`src/rtl/dma_regfile.sv`:
```
module dma_regfile #(
  parameter int ADDR_WIDTH = 8
) (
  input  logic                  clk,
  input  logic                  rst_n,
  input  logic                  awvalid,
  output logic                  awready,
  input  logic [ADDR_WIDTH-1:0] awaddr,
  input  logic                  wvalid,
  output logic                  wready,
  input  logic [31:0]           wdata,
  input  logic [3:0]            wstrb,
  output logic                  bvalid,
  input  logic                  bready,
  output logic [1:0]            bresp,
  input  logic                  arvalid,
  output logic                  arready,
  input  logic [ADDR_WIDTH-1:0] araddr,
  output logic                  rvalid,
  input  logic                  rready,
  output logic [31:0]           rdata,
  output logic [1:0]            rresp,
  output logic                  s2m_start,
  output logic                  s2m_stop,
  output logic                  s2m_circular,
  output logic [2:0]            s2m_size,
  output logic [7:0]            s2m_len,
  output logic [31:0]           s2m_count,
  output logic [31:0]           s2m_base,
  input  logic                  s2m_done,
  output logic                  m2s_start,
  output logic                  m2s_stop,
  output logic                  m2s_circular,
  output logic [2:0]            m2s_size,
  output logic [7:0]            m2s_len,
  output logic [31:0]           m2s_count,
  output logic [31:0]           m2s_base,
  input  logic                  m2s_done
);
  localparam int IDX_W    = ADDR_WIDTH - 2;
  localparam int NCFG     = 6;
  localparam int S2M_CTRL = 0;
  localparam int M2S_CTRL = 3;
  localparam logic [IDX_W-1:0] STAT_IDX = IDX_W'(NCFG);

  logic [NCFG-1:0][31:0] cfg_q;
  logic [1:0]            stat_q;
  logic                  aw_pend, w_pend, commit, stat_wr;
  logic [IDX_W-1:0]      aw_idx, ar_idx;
  logic [31:0]           w_q, rd_val;

  assign awready = !aw_pend;
  assign wready  = !w_pend;
  assign arready = !rvalid;
  assign bresp   = 2'b00;
  assign rresp   = 2'b00;
  assign commit  = aw_pend && w_pend && !bvalid;
  assign stat_wr = commit && (aw_idx == STAT_IDX);
  assign ar_idx  = araddr[ADDR_WIDTH-1:2];

  always_ff @(posedge clk or negedge rst_n) begin
    if (!rst_n) begin
      aw_pend <= 1'b0;
      w_pend  <= 1'b0;
      aw_idx  <= '0;
      w_q     <= '0;
      bvalid  <= 1'b0;
    end else begin
      if (awvalid && awready) begin
        aw_pend <= 1'b1;
        aw_idx  <= awaddr[ADDR_WIDTH-1:2];
      end
      if (wvalid && wready) begin
        w_pend <= 1'b1;
        w_q    <= wdata;
      end
      if (commit) begin
        aw_pend <= 1'b0;
        w_pend  <= 1'b0;
        bvalid  <= 1'b1;
      end else if (bvalid && bready) begin
        bvalid <= 1'b0;
      end
    end
  end

  always_ff @(posedge clk or negedge rst_n) begin
    if (!rst_n) begin
      cfg_q <= '0;
    end else begin
      for (int i = 0; i < NCFG; i++) begin
        if (commit && aw_idx == IDX_W'(i))
          cfg_q[i] <= w_q;
        else if (i == S2M_CTRL || i == M2S_CTRL)
          cfg_q[i][1:0] <= 2'b00;
      end
    end
  end

  always_ff @(posedge clk or negedge rst_n) begin
    if (!rst_n)
      stat_q <= '0;
    else begin
      if (s2m_done)     stat_q[0] <= 1'b1;
      else if (stat_wr) stat_q[0] <= w_q[0];
      if (m2s_done)     stat_q[1] <= 1'b1;
      else if (stat_wr) stat_q[1] <= w_q[1];
    end
  end

  always_comb begin
    rd_val = '0;
    for (int i = 0; i < NCFG; i++)
      if (ar_idx == IDX_W'(i)) rd_val = cfg_q[i];
    if (ar_idx == STAT_IDX) rd_val = {30'd0, stat_q};
  end

  always_ff @(posedge clk or negedge rst_n) begin
    if (!rst_n) begin
      rvalid <= 1'b0;
      rdata  <= '0;
    end else if (arvalid && arready) begin
      rvalid <= 1'b1;
      rdata  <= rd_val;
    end else if (rready) begin
      rvalid <= 1'b0;
    end
  end

  assign s2m_start    = cfg_q[0][0];
  assign s2m_stop     = cfg_q[0][1];
  assign s2m_circular = cfg_q[0][2];
  assign s2m_size     = cfg_q[0][5:3];
  assign s2m_len      = cfg_q[0][13:6];
  assign s2m_count    = cfg_q[1];
  assign s2m_base     = cfg_q[2];
  assign m2s_start    = cfg_q[3][0];
  assign m2s_stop     = cfg_q[3][1];
  assign m2s_circular = cfg_q[3][2];
  assign m2s_size     = cfg_q[3][5:3];
  assign m2s_len      = cfg_q[3][13:6];
  assign m2s_count    = cfg_q[4];
  assign m2s_base     = cfg_q[5];

  logic unused_ok;
  assign unused_ok = ^wstrb;
endmodule

```
`config.mk`:
```
export PLATFORM = sky130hd
export DESIGN_NAME = dma_regfile
export DESIGN_NICKNAME = d
export VERILOG_FILES = /design/src/rtl/dma_regfile.sv
export SDC_FILE = /design/constraint.sdc
export NUM_CORES = 1
export LEC_CHECK = 0
export BUFFER_PORTS_ARGS = -buffer_cell sky130_fd_sc_hd__buf_2
export CAP_MARGIN = 20
export CORE_ASPECT_RATIO = 0.6
export CORE_MARGIN = 3
export CORE_UTILIZATION = 45
export DETAILED_ROUTE_END_ITERATION = 12
export PLACE_DENSITY = 0.67
export SYNTH_ARGS = -nofsm -noshare
export SYNTH_HDL_FRONTEND = slang
export SYNTH_SLANG_ARGS = --single-unit
```
`constraint.sdc`:
```
create_clock -name clk -period 5.45 [get_ports clk]
set_input_delay 0.2725 -clock clk [delete_from_list [all_inputs] [get_ports clk]]
set_output_delay 0.2725 -clock clk [all_outputs]
set_load 0.005 [all_outputs]
```
==> key figures <==
Detailed routing
  • Vias per cell: ~5.4
  • 1st-iter DRT viols: around 460
  • Via count: a little under 8,000
  • Final WL: 33.2 mm
  • Drt wl/cell: 22.8 um
  • Antenna-violating nets left: 0
  • DRC viols: 0
  • Pre-antenna DRT Iters: 5

Timing
  • Max_slew headroom: 0.297
  • Slew of the pin with the lowest slew margin: a little over 1 ns
  • Final hold violations: 0
  • Clock skew: 0.0108 ns
  • Final period util: 0.527
  • Tmin final: around 2.9 ns
  • Setup TNS Final: 0 ns
  • RSZ-0062 raised after global routing: no
  • Setup violators final: 0
  • Fmax achieved: between 0.3 and 0.4 GHz
  • Fin. max-slew vios: 0

Worst setup path
  • Slowest stage cell, crit path: or4_1
  • Critical Path Start Type: flip-flop
  • Worst path cell trace: nand3b_4 -> or4_1 -> nor3_4 -> buf_4 -> mux2_2
  • CP Data Arrival Time: ~3.3 ns
  • CP Capture Type: flip-flop
  • Worst-path fanout max: 25
  • Critical path class: reg -> reg
  • CP Data Required Time: slightly below 6 ns
  • Max incr delay on CP: about 0.63 ns

Synthesis
  • Unique masters post-synth: 39
  • Yosys top cell area share: 0.524
  • EDFF count, synth: 0
  • Main synth FF type: dfrtp_1
  • Cell area after synthesis: about 0.013 mm^2
  • Yosys warnings: 0
  • Syn avg cell area: ~14 um^2
  • Post-Syn Instances: 939
  • Synth cell count leaders: 268 x dfrtp_1, 194 x mux2_2, 157 x buf_4
  • Async S/R FF share, synth: 1.00
  • Synth area leaders: dfrtp_1 52%, mux2_2 17%, buf_4 9.2%
  • Most common cell in the netlist: dfrtp_1
  • Flops & latches, synth: ~270
  • Post-synthesis sequential area ratio: 0.524
  • Largest area contributor in the netlist: dfrtp_1

Clock tree
  • Longest Clk Path Bufs: 3
  • Clock Tree Root: clkbuf_16
  • CTS sink cnt: ~270
  • CTS clk-pin slew, worst paths: about 0.070 ns
  • CTS tree: built
  • H-tree depth: 1
  • CTS Buf Count: 26
  • Clk Latency, worst-skew pair: ~0.54 ns
  • CTS resizes: 0

Global routing
  • Global-route wire length before repair: approximately 50 mm
  • Overflow after GRT: 0
  • Largest net degree at the start of global routing: roughly 150
  • Vias in the first global route: 7,901
  • GRT Util Overall: 0.215
  • Initial antenna violation count: 2

Placed design
  • GPL Wtd Cong: roughly 0.75
  • Hpwl dp: 20.0 mm
  • Input/output buffers: ~250
  • Placed cells: about 1,400

Floorplan
  • Die Ht: approximately 140 um
  • Core area: 0.0278 mm^2
  • Die width: between 200 and 250 um
  • FP Rows: 47
  • Die area: between 0.03 and 0.04 mm^2
  • Initial core utilization: 0.461
  • I/O pins: between 200 and 300

Cells and area
  • Share of cells above drive strength 1: 0.551
  • Layout area overhead: 13.7%
  • Final Non-Filler Cells: between 1,000 and 1,500
  • Nets: approximately 1,100

Pwr
  • Max VDD drop: between 0.2 and 0.3 mV
  • Pleak: about 7.4 nW
  • PwrDens: around 480 mW/mm^2
  • Total Power: 0.00697 W

Flow run
  • Max-Cap Viols: 0

Worst hold path
  • HP Class: in -> reg

Status
  • Outcome: complete, no violations
area by class of cell:
type / instances / area [um^2]
sequential: 268 / 6710
clock inverter: 14 / 136
inverter: 7 / 26.3
antenna: 2 / 5.00
multi-input combinational: 457 / 4660
tap: 367 / 459
clock buffer: 34 / 722
fill: 2384 / 13200
timing repair buffer: 305 / 1850
kinds of logic (layout without fill, tap and decap cells):
| kind of cell | count (synthesis) | after routing | share of synthesized area |
|---|---|---|---|
| multiplexers | 262 | 262 | 0.267 |
| AO/OA/AOI/OAI | 99 | 99 | 0.0511 |
| buffers and inverters | 217 | 360 | 0.117 |
| AND/OR/NAND/NOR | 92 | 92 | 0.0407 |
| other | 1 | 6 | 0.000293 |
| flip-flops | 268 | 268 | 0.524 |
per-layer routing:
metal  vias up  global-route usage  share of wire
met4         0              0.0326          0.014
met3        34              0.0510          0.063
met1      4131               0.321           0.48
li1       3451                   -              -
met2       243               0.327           0.44
met5         -                   0              0
placed cells by master (no fill, tap or decap), drive strengths merged:
| master | count |
|---|---|
| dfrtp | 268 |
| buf | 260 |
| mux2 | 230 |
| dlygate4sd3 | 45 |
| clkbuf | 34 |
| mux4 | 32 |
| a21oi | 32 |
| nand2 | 31 |
| o21ai | 30 |
| or2 | 27 |
| a222oi | 26 |
| nor2 | 10 |
| clkinv | 10 |
| inv | 7 |
| a22oi | 4 |
| o21a | 4 |
| conb | 4 |
| nand3b | 3 |
| nor3 | 3 |
| or3 | 3 |
| diode | 2 |
| and2 | 2 |
| a221oi | 2 |
| bufinv | 2 |
| clkinvlp | 2 |
| or4 | 2 |
| nor4 | 2 |
| nand2b | 2 |
| nor2b | 2 |
| and2b | 2 |
| or4b | 1 |
| nor4b | 1 |
| a31oi | 1 |
| and3 | 1 |
metrics by stage:
stage,worst slack (ns),hold WS (ns),util,instance area [um^2]
floorplan,3.30,-0.0231,-,12800
global placement,2.53,0.426,0.476,13200
detailed placement,2.48,0.432,0.476,13200
CTS,2.58,0.327,0.523,14500
global route,2.44,0.349,0.525,14600
finish,2.58,0.352,0.525,14600
worst max-delay path, delay by kind of cell, from the launching register on:
kind,cells,cell delay (ns)
flip-flops,1,0.40
buffers and inverters,1,0.55
multiplexers,1,0.41
AND/OR/NAND/NOR,3,1.37
where the power goes:
| part | switching (W) | total, W | internal [W] |
|---|---|---|---|
| sequential | 0.000660 | 0.00333 | 0.00267 |
| combinational | 0.000683 | 0.00180 | 0.00112 |
| clock | 0.000799 | 0.00183 | 0.00104 |
| total | 0.00214 | 0.00697 | 0.00483 |
registers in the layout (all words and copies together) (netlist names), 2 cells and up:
register and cells:
cfg_q 36, m2s_base 32, m2s_count 32, rdata 32
s2m_base 32, s2m_count 32, w_q 32, m2s_len 8
s2m_len 8, aw_idx 6, m2s_size 3, s2m_size 3
stat_q 2
timing repair:
item / in CTS / in global routing
hold buffers: 45 / 0
endpoints found under the setup margin: 0 / 0
endpoints found under the hold margin: 168 / 0
buffers inserted: 0 / 0
path summary, 6_finish.rpt:
| path | start | endpoint | slack [ns] | cells after the start |
|---|---|---|---|---|
| worst min register to register | cfg_q[14] | cfg_q[14] | 0.50 | 1 |
| worst max register to register | bvalid | m2s_count[12] | 2.58 | 5 |
| worst max-delay path | bvalid | m2s_count[12] | 2.58 | 5 |
| worst min-delay path | arvalid | rdata[27] | 0.35 | 5 |
| min in group asynchronous | rst_n | w_q[7] | 0.41 | 2 |
| max in group asynchronous | rst_n | s2m_base[25] | 3.70 | 3 |
No activity file was read; power rests on OpenSTA's default activity.
